$ cat src/rtl/secpriv_pkg.sv
package secpriv_pkg;
    localparam int DATA_W     = 8;
    localparam int ADDR_W     = 3;
    localparam int GRP_N      = 5;
    localparam int ADDR_SEC   = 0;
    localparam int ADDR_PRIV  = 1;
    localparam int FIRST_DATA = 2;
    localparam int PB_SPRIV   = 0;
    localparam int PB_NSPRIV  = 1;

    typedef enum logic {
        S_IDLE = 1'b0,
        S_ACK  = 1'b1
    } fsm_e;
endpackage

$ cat src/rtl/secpriv_mask.sv
module secpriv_mask
    import secpriv_pkg::*;
#(
    parameter int DW   = DATA_W,
    parameter int AW   = ADDR_W,
    parameter int NGRP = GRP_N
) (
    input  logic          tz_en_i,
    input  logic [DW-1:0] sec_cfg_i,
    input  logic [DW-1:0] priv_cfg_i,
    input  logic [AW-1:0] addr_i,
    input  logic          write_i,
    input  logic          secure_i,
    input  logic          priv_i,
    output logic [DW-1:0] allow_o
);
    localparam int IW = (DW > 1) ? $clog2(DW) : 1;
    localparam logic [AW-1:0] STATUS_ADDR = AW'((1 << AW) - 1);

    function automatic logic [IW-1:0] grp_of(input logic [AW-1:0] a, input int b);
        int s;
        s = (int'(a) + b) % NGRP;
        return IW'(s);
    endfunction

    logic          eff_sec;
    logic          spriv;
    logic          nspriv;
    logic [DW-1:0] grp_sec;

    assign eff_sec = secure_i & tz_en_i;
    assign spriv   = priv_cfg_i[PB_SPRIV];
    assign nspriv  = priv_cfg_i[PB_NSPRIV];

    always_comb begin
        for (int b = 0; b < DW; b++) begin
            grp_sec[b] = tz_en_i & sec_cfg_i[grp_of(addr_i, b)];
        end
    end

    always_comb begin
        allow_o = '0;
        if (addr_i == AW'(ADDR_SEC)) begin
            for (int b = 0; b < DW; b++) begin
                if (b < NGRP) begin
                    allow_o[b] = tz_en_i & (!write_i | (eff_sec & (!spriv | priv_i)));
                end
            end
        end else if (addr_i == AW'(ADDR_PRIV)) begin
            allow_o[PB_SPRIV]  = !write_i | (eff_sec & priv_i);
            allow_o[PB_NSPRIV] = !write_i | priv_i;
        end else begin
            for (int b = 0; b < DW; b++) begin
                if (grp_sec[b]) begin
                    allow_o[b] = eff_sec & (!spriv | priv_i);
                end else begin
                    allow_o[b] = !nspriv | priv_i | (!write_i && addr_i == STATUS_ADDR);
                end
            end
        end
    end
endmodule

$ cat src/rtl/secpriv_cfg.sv
module secpriv_cfg
    import secpriv_pkg::*;
#(
    parameter int DW = DATA_W
) (
    input  logic          clk_i,
    input  logic          rst_ni,
    input  logic          wr_sec_i,
    input  logic          wr_priv_i,
    input  logic [DW-1:0] wdata_i,
    input  logic [DW-1:0] mask_i,
    output logic [DW-1:0] sec_cfg_o,
    output logic [DW-1:0] priv_cfg_o
);
    logic [DW-1:0] sec_q;
    logic [DW-1:0] priv_q;

    always_ff @(posedge clk_i) begin
        if (!rst_ni) begin
            sec_q <= '0;
        end else if (wr_sec_i) begin
            sec_q <= (sec_q & ~mask_i) | (wdata_i & mask_i);
        end
    end

    always_ff @(posedge clk_i) begin
        if (!rst_ni) begin
            priv_q <= '0;
        end else if (wr_priv_i) begin
            priv_q <= (priv_q & ~mask_i) | (wdata_i & mask_i);
        end
    end

    assign sec_cfg_o  = sec_q;
    assign priv_cfg_o = priv_q;
endmodule

$ cat src/rtl/secpriv_regarray.sv
module secpriv_regarray
    import secpriv_pkg::*;
#(
    parameter int DW = DATA_W,
    parameter int AW = ADDR_W
) (
    input  logic          clk_i,
    input  logic          rst_ni,
    input  logic          wr_en_i,
    input  logic [AW-1:0] addr_i,
    input  logic [DW-1:0] wdata_i,
    input  logic [DW-1:0] mask_i,
    output logic [DW-1:0] rdata_o
);
    localparam int NREG = 1 << AW;

    logic [DW-1:0] regs_q [NREG];

    for (genvar r = 0; r < NREG; r++) begin : g_reg
        if (r >= FIRST_DATA) begin : g_data
            always_ff @(posedge clk_i) begin
                if (!rst_ni) begin
                    regs_q[r] <= '0;
                end else if (wr_en_i && addr_i == AW'(r)) begin
                    regs_q[r] <= (regs_q[r] & ~mask_i) | (wdata_i & mask_i);
                end
            end
        end else begin : g_hole
            always_ff @(posedge clk_i) begin
                regs_q[r] <= '0;
            end
        end
    end

    assign rdata_o = regs_q[addr_i];
endmodule

$ cat src/rtl/secpriv_filter.sv
module secpriv_filter
    import secpriv_pkg::*;
#(
    parameter int DW   = DATA_W,
    parameter int AW   = ADDR_W,
    parameter int NGRP = GRP_N
) (
    input  logic          clk_i,
    input  logic          rst_ni,
    input  logic          tz_en_i,
    input  logic          req_valid_i,
    input  logic          req_write_i,
    input  logic [AW-1:0] req_addr_i,
    input  logic [DW-1:0] req_wdata_i,
    input  logic          req_secure_i,
    input  logic          req_priv_i,
    output logic          rsp_valid_o,
    output logic [DW-1:0] rsp_rdata_o
);
    fsm_e          state_q;
    fsm_e          state_d;
    logic [DW-1:0] allow_w;
    logic [DW-1:0] sec_cfg_w;
    logic [DW-1:0] priv_cfg_w;
    logic [DW-1:0] arr_rdata_w;
    logic [DW-1:0] rd_raw;
    logic [DW-1:0] rdata_q;
    logic          wr_go;
    logic          wr_sec;
    logic          wr_priv;

    assign wr_go   = req_valid_i & req_write_i;
    assign wr_sec  = wr_go & (req_addr_i == AW'(ADDR_SEC));
    assign wr_priv = wr_go & (req_addr_i == AW'(ADDR_PRIV));

    secpriv_mask #(.DW(DW), .AW(AW), .NGRP(NGRP)) u_mask (
        .tz_en_i    (tz_en_i),
        .sec_cfg_i  (sec_cfg_w),
        .priv_cfg_i (priv_cfg_w),
        .addr_i     (req_addr_i),
        .write_i    (req_write_i),
        .secure_i   (req_secure_i),
        .priv_i     (req_priv_i),
        .allow_o    (allow_w)
    );

    secpriv_cfg #(.DW(DW)) u_cfg (
        .clk_i      (clk_i),
        .rst_ni     (rst_ni),
        .wr_sec_i   (wr_sec),
        .wr_priv_i  (wr_priv),
        .wdata_i    (req_wdata_i),
        .mask_i     (allow_w),
        .sec_cfg_o  (sec_cfg_w),
        .priv_cfg_o (priv_cfg_w)
    );

    secpriv_regarray #(.DW(DW), .AW(AW)) u_regs (
        .clk_i   (clk_i),
        .rst_ni  (rst_ni),
        .wr_en_i (wr_go),
        .addr_i  (req_addr_i),
        .wdata_i (req_wdata_i),
        .mask_i  (allow_w),
        .rdata_o (arr_rdata_w)
    );

    always_comb begin
        if (req_addr_i == AW'(ADDR_SEC)) begin
            rd_raw = sec_cfg_w;
        end else if (req_addr_i == AW'(ADDR_PRIV)) begin
            rd_raw = priv_cfg_w;
        end else begin
            rd_raw = arr_rdata_w;
        end
    end

    // State register plus captured read data
    always_ff @(posedge clk_i) begin
        if (!rst_ni) begin
            state_q <= S_IDLE;
            rdata_q <= '0;
        end else begin
            state_q <= state_d;
            rdata_q <= (req_valid_i && !req_write_i) ? (rd_raw & allow_w) : '0;
        end
    end

    always_comb begin
        state_d = S_IDLE;
        unique case (state_q)
            S_IDLE:  state_d = req_valid_i ? S_ACK : S_IDLE;
            S_ACK:   state_d = req_valid_i ? S_ACK : S_IDLE;
            default: state_d = S_IDLE;
        endcase
    end

    // Output process
    always_comb begin
        rsp_valid_o = 1'b0;
        rsp_rdata_o = '0;
        unique case (state_q)
            S_IDLE: begin
                rsp_valid_o = 1'b0;
                rsp_rdata_o = '0;
            end
            S_ACK: begin
                rsp_valid_o = 1'b1;
                rsp_rdata_o = rdata_q;
            end
            default: begin
                rsp_valid_o = 1'b0;
                rsp_rdata_o = '0;
            end
        endcase
    end
endmodule

$ cat config.mk
export PLATFORM = sky130hd
export DESIGN_NAME = secpriv_filter
export DESIGN_NICKNAME = d
export VERILOG_FILES = /design/src/rtl/secpriv_pkg.sv /design/src/rtl/secpriv_mask.sv /design/src/rtl/secpriv_cfg.sv /design/src/rtl/secpriv_regarray.sv /design/src/rtl/secpriv_filter.sv
export SDC_FILE = /design/constraint.sdc
export NUM_CORES = 1
export LEC_CHECK = 0
export BUFFER_PORTS_ARGS = -buffer_cell sky130_fd_sc_hd__buf_2
export CORE_MARGIN = 5
export CORE_UTILIZATION = 65
export DETAILED_ROUTE_END_ITERATION = 8
export PLACE_DENSITY = 0.8
export SYNTH_ARGS = -nofsm -noshare
export SYNTH_HDL_FRONTEND = slang
export SYNTH_SLANG_ARGS = --single-unit
$ cat constraint.sdc
create_clock -name clk_i -period 11.6 [get_ports clk_i]
set_input_delay 1.16 -clock clk_i [delete_from_list [all_inputs] [get_ports clk_i]]
set_output_delay 1.16 -clock clk_i [all_outputs]
set_load 0.005 [all_outputs]
==> results of run 1 <==
-- routing by layer --
| metal | track usage | share of wire | up-vias |
|---|---|---|---|
| met5 | 0 | 0 | - |
| met4 | 0.1158 | 0.030 | 0 |
| met3 | 0.06987 | 0.13 | 72 |
| met2 | 0.4867 | 0.45 | 455 |
| met1 | 0.4091 | 0.39 | 2899 |
| li1 | - | - | 2864 |
-- worst register-to-register path, cell delays in order, from the launching register on --
cell and delay, ps:
sky130_fd_sc_hd__dfxtp_1 520, sky130_fd_sc_hd__mux2_2 370, sky130_fd_sc_hd__o221ai_1 160, sky130_fd_sc_hd__a22oi_1 100, sky130_fd_sc_hd__a22oi_1 280, sky130_fd_sc_hd__mux2i_1 220, sky130_fd_sc_hd__a21oi_1 100, sky130_fd_sc_hd__nor2_1 580
sky130_fd_sc_hd__o21ai_0 230
-- kinds of logic after synthesis --
logic type | Yosys count | synth area share
and+or+nand+nor | 286 | 0.2190
AOI/OAI and AO/OA | 212 | 0.2153
buffers and inverters | 87 | 0.05222
DFF | 73 | 0.2947
muxes | 70 | 0.1331
adders and majority gates | 41 | 0.07900
xor gates and xnor gates | 5 | 0.006646
-- cell usage in the layout, fill, tap and decap left out, types with 4 or more instances in the layout --
master	n
sky130_fd_sc_hd__nand2_1	67
sky130_fd_sc_hd__a21oi_1	64
sky130_fd_sc_hd__nand3_1	55
sky130_fd_sc_hd__edfxtp_1	48
sky130_fd_sc_hd__nor2_1	46
sky130_fd_sc_hd__mux2i_1	44
sky130_fd_sc_hd__o21ai_0	43
sky130_fd_sc_hd__ha_1	40
sky130_fd_sc_hd__inv_1	29
sky130_fd_sc_hd__buf_2	26
sky130_fd_sc_hd__dfxtp_1	25
sky130_fd_sc_hd__and2_1	21
sky130_fd_sc_hd__nor2b_1	20
sky130_fd_sc_hd__nand4_1	20
sky130_fd_sc_hd__nand2b_1	15
sky130_fd_sc_hd__nor3_1	13
sky130_fd_sc_hd__a211oi_1	13
sky130_fd_sc_hd__mux2_2	11
sky130_fd_sc_hd__mux4_2	11
sky130_fd_sc_hd__a21o_1	10
sky130_fd_sc_hd__clkbuf_8	9
sky130_fd_sc_hd__o22ai_1	8
sky130_fd_sc_hd__o211ai_1	7
sky130_fd_sc_hd__a211o_1	7
sky130_fd_sc_hd__buf_4	7
sky130_fd_sc_hd__or2_2	6
sky130_fd_sc_hd__o221ai_1	6
sky130_fd_sc_hd__a22oi_1	6
sky130_fd_sc_hd__nor4_1	6
sky130_fd_sc_hd__o2111ai_1	6
sky130_fd_sc_hd__xnor2_1	5
sky130_fd_sc_hd__a2111oi_0	5
sky130_fd_sc_hd__and3_1	4
sky130_fd_sc_hd__a31oi_1	4
sky130_fd_sc_hd__o21a_1	4
-- per-stage QoR --
step / hold slack, ps / instance area, µm² / power [mW]
2_1_floorplan: 429.6 / 6589 / 0.4648
5_1_grt: 501.3 / 6917 / 0.7521
4_1_cts: 467.3 / 6917 / 0.7133
6_report: 471.5 / 6917 / 0.7217
3_5_place_dp: 443.5 / 6721 / 0.5152
3_3_place_gp: 444.9 / 6721 / 0.5075
-- final cells by class --
| cell class | instances | area share |
|---|---|---|
| Clock buffer | 10 | 0.01845 |
| Clock inverter | 6 | 0.009768 |
| Inverter | 34 | 0.01845 |
| Multi-Input combinational cell | 614 | 0.6221 |
| Sequential cell | 73 | 0.2808 |
| Tap cell | 133 | 0.02406 |
| Timing Repair Buffer | 33 | 0.02641 |
-- path summary, 6_finish.rpt --
path                                            end          start  slack [ps]
worst max-delay path            u_regs.regs_q[4][7]  req_addr_i[0]        4200
worst min-delay path                      flip-flop      flip-flop         470
worst max register to register  u_regs.regs_q[2][0]      flip-flop        8770
worst min register to register            flip-flop      flip-flop         470
-- power groups by stage --
stage	Sequential [mW]	Clock [mW]	Combinational, mW
2_1_floorplan	0.293	0	0.171
3_3_place_gp	0.295	0	0.213
3_5_place_dp	0.295	0	0.220
4_1_cts	0.289	0.203	0.221
5_1_grt	0.290	0.215	0.247
6_report	0.290	0.205	0.227
==> results.txt, run 1 <==
In this design, the largest share of critical-path delay is due to buffers and inverters. The pin count of the biggest net entering global routing is 72. Counting instances, the worst hold path has a depth of 1.

The leakage power is 2.631 nW. CTS built an H-tree with a depth of 3. The post-CTS setup-driven buffer insertion count is 0. The count of antenna-violating nets left after detailed routing came out at 0. In this run the clock root is driven by a sky130_fd_sc_hd__clkbuf_8. In the synthesized netlist the dominant register cell turns out to be sky130_fd_sc_hd__edfxtp_1.

The total number of vias came out at 6,290. The final count of negative-setup-slack endpoints came out at 0. The instance count of the mapped netlist came out at 774. The HPWL after detailed placement is 13.37 mm. The count of non-filler cells in the finished layout came out at 903.

The flow ran to the end, and the final reports show no timing, DRC or antenna violations. The delay contributed by the slowest stage of the critical path is 870 ps. The sequential standard cell area is 1942 µm². The floorplan step defined a die boundary enclosing 12,250 µm². Setup repair after global routing left no endpoint under its margin. The sum of negative setup slack came out at 0 ps. The count of buffers inserted at the top-level ports is 26. The cell area after technology mapping came out at 6589 µm².

The all-layer global routing usage came out at 0.3068. The clock-pin slew reported for the worst setup and hold paths after clock tree synthesis is 80 ps. The clock period minus final worst setup slack is 7405 ps. The portion of total power attributed to the clock network is 0.284. Yosys attributes the largest share of cell area to sky130_fd_sc_hd__edfxtp_1 22%, sky130_fd_sc_hd__dfxtp_1 7.6%, sky130_fd_sc_hd__ha_1 7.6%. Along the worst path, the maximum fanout reaches 71. The cell that appears most often on the critical path is sky130_fd_sc_hd__ha_1. Clock tree synthesis inserted a total of 9 buffers. The number of max-slew violations in the final report came out at 0. For this design, the sink count on the clock tree is 73. For this configuration, the core starts out at a cell density of 0.6710. At the later pin of the worst-skew pair, clock insertion delay measures 360 ps. The standard cell core area is 9819 µm². TritonCTS built the clock tree. The switching share of power is 0.3521. The critical path goes through buf_2 > buf_4 > inv_1 > ha_1 > clkinv_1 > ha_1 > nor3b_1 > or3_1 > nand2_1 > ha_1 > nor2b_1 > o32ai_2 > mux2i_1 > o221ai_1 > o22ai_1 > mux2i_4 > mux2i_1 > nor2_1. The dominant cell type by area after synthesis is sky130_fd_sc_hd__edfxtp_1.

The longest clock path from root to sink contains 2 buffers. The endpoint required time on the critical path came out at 11,700 ps. The depth of the worst register-to-register path came out at 8. The number of buffer and inverter instances along the worst setup path is 4. Headroom to the max-slew limit came out at 0.2584. By count the netlist is led by 67 x sky130_fd_sc_hd__nand2_1, 64 x sky130_fd_sc_hd__a21oi_1, 55 x sky130_fd_sc_hd__nand3_1. The number of max-cap violations came out at 0. The remaining design rule violation count came out at 0. The filler cell count in the final layout came out at 820. The mean instance size in the synthesized netlist came out at 8.513 µm². The width of the chip is 110.7 µm.

The net switching power is 0.2541 mW. The power density relative to cell area came out at 104.3 nW/µm². The count of nets after finishing came out at 824.

The measured slew at the worst slew-check pin is 1105 ps. The count of state elements after synthesis is 73. The first-pass GRT wire length is 30.97 mm. The number of antenna violations at the first check in global routing came out at 0. The number of hold buffers added after CTS came out at 0.

The count of flip-flops with a built-in enable after synthesis came out at 48. The vias per cell came out at 6.966. Of the cells placed in the final design, the portion with a size suffix greater than 1 is 0.1260. STA classifies the critical path startpoint as an input pin.

Among all stages on the critical path, the largest delay is contributed by sky130_fd_sc_hd__ha_1. The via count of the first global-routing pass came out at 6,151. In the post-synthesis netlist, the cell with the most instances is sky130_fd_sc_hd__nand2_1. The floorplan die height came out at 110.7 µm. The share of the clock period used by the worst path after layout is 0.6384.

The count of final hold-check violations was 0. The share of total power dissipated in sequential elements is 0.401. The utilization after layout is 0.7044. At the placement stage, the worst setup path has a slack of 4057 ps. The Yosys step of the flow raised 0 warnings. Across all setup checks in the final design, the least slack found is 4195 ps. The detailed router finished its first iteration with 1,003 violations. The maximum frequency from static timing analysis is 0.1350 GHz. The placed instance count came out at 887. The share of total power dissipated in combinational logic is 0.314. The largest vdd supply drop is 87.70 µV.

The proportion of netlist area held by the largest area contributor is 0.2188. The post-cts repair resize count is 0. The fraction of registers with async set or reset after synthesis is 0.

The instance count on the critical path came out at 18. The synthesized net count came out at 833. The average routed wire per standard cell came out at 21.04 µm.

The setup skew after layout came out at 12.67 ps. The worst hold path belongs to the class flip-flop to flip-flop. The initialized floorplan defines 36 standard-cell rows. The type of the worst setup path is input pin to flip-flop. The antenna diode count came out at 0. The top-level port count came out at 27. The worst setup path is captured at a flip-flop. The area added between synthesis and finish came out at 4.975%. The routability congestion estimate from global placement is 0.9591. The number of iterations in the first detailed-routing pass is 5. The internal power of the cells totals 0.4676 mW. Of the synthesized area, sequential elements account for 0.2947. The area used by multi-input combinational logic came out at 4303 µm². The number of different library cells used by synthesis comes to 71.

The signal arrival time at the worst endpoint came out at 7510 ps. After global routing the overflow that remains totals 0. The routed wire length came out at 19.00 mm.
Power figures use the tool's default switching activity.
==> run 2, diff against run 1 <==
Settings changed: CORE_UTILIZATION 65 to 57, PLACE_DENSITY 0.8 to 0.74.
Clock period 11.6 ns to 6.3 ns, I/O delays scaled along.
==> results.txt, run 2 (synthesis results as in run 1) <==
The run finished with clean final reports. The count of non-filler cells in the finished layout is 917 (+1.6%). The via count of the first global-routing pass is 5,945 (-3.3%). The total number of vias is 6,163 (-2.0%).

The leakage power is 2.713 nW (+3.1%). The count of final hold-check violations came out at 0 (unchanged). The design internal power is 1.006 mW (+120%). The count of antenna-violating nets left after detailed routing is 0 (unchanged). The sequential standard cell area is 1942 µm² (unchanged). For this design, the slowest cell found on the critical path is sky130_fd_sc_hd__buf_2. The maximum fanout count along the critical path is 33 (-54%). The area used by multi-input combinational logic came out at 4303 µm² (unchanged).

The final count of negative-setup-slack endpoints was 0 (unchanged). The width of the chip came out at 117.5 µm (+6.2%). The first-pass GRT wire length came out at 30.26 mm (-2.3%). The power density relative to cell area is 209.5 nW/µm² (+100%). The delay contributed by the slowest stage of the critical path is 570 ps (-300 ps). The number of buffers on the longest clock path is 2 (unchanged). The share of post-route cells with drive strength above 1 is 0.1318 (+0.005809). The kind of cell adding the most delay to the critical path is multiplexers. The setup skew after layout was 9.994 ps (-2.680 ps). The number of antenna violations at the first check in global routing is 0 (unchanged). The total cell area at the placement stage came out at 6764 µm² (+0.63%). The endpoint required time on the critical path is 6390 ps (-5310 ps).

The average routed wire per standard cell is 20.79 µm (-1.1%). The post-CTS setup-driven buffer insertion count came out at 0 (unchanged). The routed wire length came to 19.07 mm (+0.38%).

The tightest min-delay check is of the flip-flop to flip-flop type. Setup repair after global routing left no endpoint under its margin. The signal arrival time at the worst endpoint is 5420 ps (-2090 ps). The routability congestion estimate from global placement came out at 0.9526 (-0.68%).

The measured slew at the worst slew-check pin came to 1001 ps (-103.8 ps). The pin count of the biggest net entering global routing came out at 43 (-40%). The total chip power came out at 1.484 mW (+110%). The starting density of the core is 0.5795 (-0.09149). The library cells used most frequently in the layout, excluding fill and tap cells, are 67 x sky130_fd_sc_hd__nand2_1, 64 x sky130_fd_sc_hd__a21oi_1, 55 x sky130_fd_sc_hd__nand3_1.

The post-cts repair resize count came out at 0 (unchanged). The remaining global-route overflow was 0 (unchanged). The floorplan die area is 13,810 µm² (+13%).

The final design instance area without fill came out at 7083 µm² (+2.4%). The antenna diode count came out at 0 (unchanged). The commonest non-fill, non-tap cell in the layout is sky130_fd_sc_hd__nand2_1.

The initial detailed-routing violation count came out at 680 (-32%). The count of buffers inserted at the top-level ports came to 26 (unchanged). The most used cell along the critical path is sky130_fd_sc_hd__ha_1. The share of the clock period used by the worst path after layout came out at 0.8457. The number of iterations in the first detailed-routing pass came out at 7 (+2).

The floorplan die height came out at 117.5 µm (+6.2%). The number of buffer and inverter instances along the worst setup path is 2 (-2). STA classifies the critical path endpoint as a flip-flop.

The power share of the sequential group is 0.360 (-0.041). The sum of negative setup slack came out at 0 ps (unchanged). The number of CTS-inserted buffers is 9 (unchanged). The cell row count came out at 39 (+8.3%). The worst-case headroom to the max-slew limit came to 0.3281 (+0.06964).

The CTS sink count was 73 (unchanged). The number of max-slew violations in the final report is 0 (unchanged). The vias per cell is 6.721 (-3.5%). The number of hold buffers added after CTS is 0 (unchanged). The portion of total power attributed to the clock network is 0.357 (+0.073). The tree is rooted in a sky130_fd_sc_hd__clkbuf_16.

The placed instance count is 901 (+1.6%). The clock-pin slew reported for the worst setup and hold paths after clock tree synthesis came out at 60 ps (-20 ps). The number of max-cap violations is 0 (unchanged). The filler cell count in the final layout came out at 954 (+16%). The clock latency on the worst-skew pair came to 340 ps (-20 ps). The net switching power is 0.4786 mW (+88%).

The largest vdd supply drop is 247.4 µV (+180%). The utilization after layout came to 0.6230 (-0.08140). The signal on the critical path passes through buf_2 > clkinv_1 > ha_1 > ha_1 > nor3b_1 > or3_1 > nand2_1 > ha_1 > nor2b_1 > o32ai_2 > mux2i_1 > o221ai_1 > o22ai_1 > mux2i_4 > mux2i_1 > nor2_1. The H-tree depth came to 3 (unchanged). The type of the worst setup path is input pin to flip-flop. The top-level port count came out at 27 (unchanged). The TritonCTS clock tree is done. The all-layer global routing usage is 0.2657 (-0.04108).

The remaining design rule violation count came out at 0 (unchanged). The relative contribution of combinational cells to total power was 0.284 (-0.030). STA classifies the critical path startpoint as an input pin. The estimated wirelength of the detail-placed design came out at 13.51 mm (+1.0%). The switching share of power was 0.3225 (-0.02966). The clock period minus final worst setup slack is 5328 ps.

The maximum frequency from static timing analysis is 0.1877 GHz. The area added between synthesis and finish is 7.501%. The standard cell core area is 11,370 µm² (+16%). The count of nets after finishing was 828 (+0.49%).
-- run 2: cell types whose count changed in the layout (fill, tap and decap cells not counted) --
cell	delta
sky130_fd_sc_hd__clkbuf_16	+11
sky130_fd_sc_hd__buf_4	+4
sky130_fd_sc_hd__clkinvlp_4	-1
sky130_fd_sc_hd__clkbuf_1	-1
sky130_fd_sc_hd__clkbuf_8	-8
sky130_fd_sc_hd__bufinv_16	-1
-- run 2: area by class of cell --
| cell class | instances | share of cell area |
|---|---|---|
| multi-input cells | 614 | 0.6075 |
| flip-flops and latches | 73 | 0.2742 |
| clock buffers | 12 | 0.04081 |
| repair buffers | 37 | 0.03003 |
| well taps | 143 | 0.02526 |
| inverters | 34 | 0.01802 |
| clock inverters | 4 | 0.004240 |
-- run 2: per-layer routing --
layer / vias up / track usage / routed length (µm)
li1: 2878 / - / -
met1: 2920 / 0.3374 / 7856
met2: 309 / 0.4424 / 8991
met3: 56 / 0.04469 / 1524
met4: 0 / 0.1211 / 694
met5: - / 0 / 0
-- run 2: path summary, 6_finish.rpt --
| check | startpoint | endpoint | slack, ps | depth (start not counted) |
|---|---|---|---|---|
| hold / removal | flip-flop | flip-flop | 480 | 1 |
| setup / recovery | req_addr_i[2] | u_regs.regs_q[3][7] | 970 | 16 |
| hold reg to reg | flip-flop | flip-flop | 480 | 1 |
| setup reg to reg | flip-flop | u_regs.regs_q[2][3] | 3300 | 9 |
-- run 2: worst reg2reg max path: cells and delay by family, from the launching register on --
| kind | cells | cell delay [ps] |
|---|---|---|
| muxes | 1 | 520 |
| AOI/OAI and AO/OA | 5 | 980 |
| DFF | 1 | 530 |
| and+or+nand+nor | 3 | 730 |
-- run 2: through the flow --
stage | setup slack (ps) | hold slack (ps)
3_3_place_gp | 994.9 | 453.2
5_1_grt | 718.5 | 503.7
6_report | 972.2 | 478.8
4_1_cts | 1078 | 477.1
3_5_place_dp | 731.6 | 461.8
2_1_floorplan | 1078 | 429.6
-- run 2: power by group through the flow --
| stage | Combinational [mW] | Sequential, mW | Clock, mW |
|---|---|---|---|
| 2_1_floorplan | 0.316 | 0.540 | 0 |
| 3_3_place_gp | 0.393 | 0.543 | 0 |
| 3_5_place_dp | 0.408 | 0.544 | 0 |
| 4_1_cts | 0.411 | 0.533 | 0.539 |
| 5_1_grt | 0.454 | 0.535 | 0.564 |
| 6_report | 0.421 | 0.534 | 0.530 |
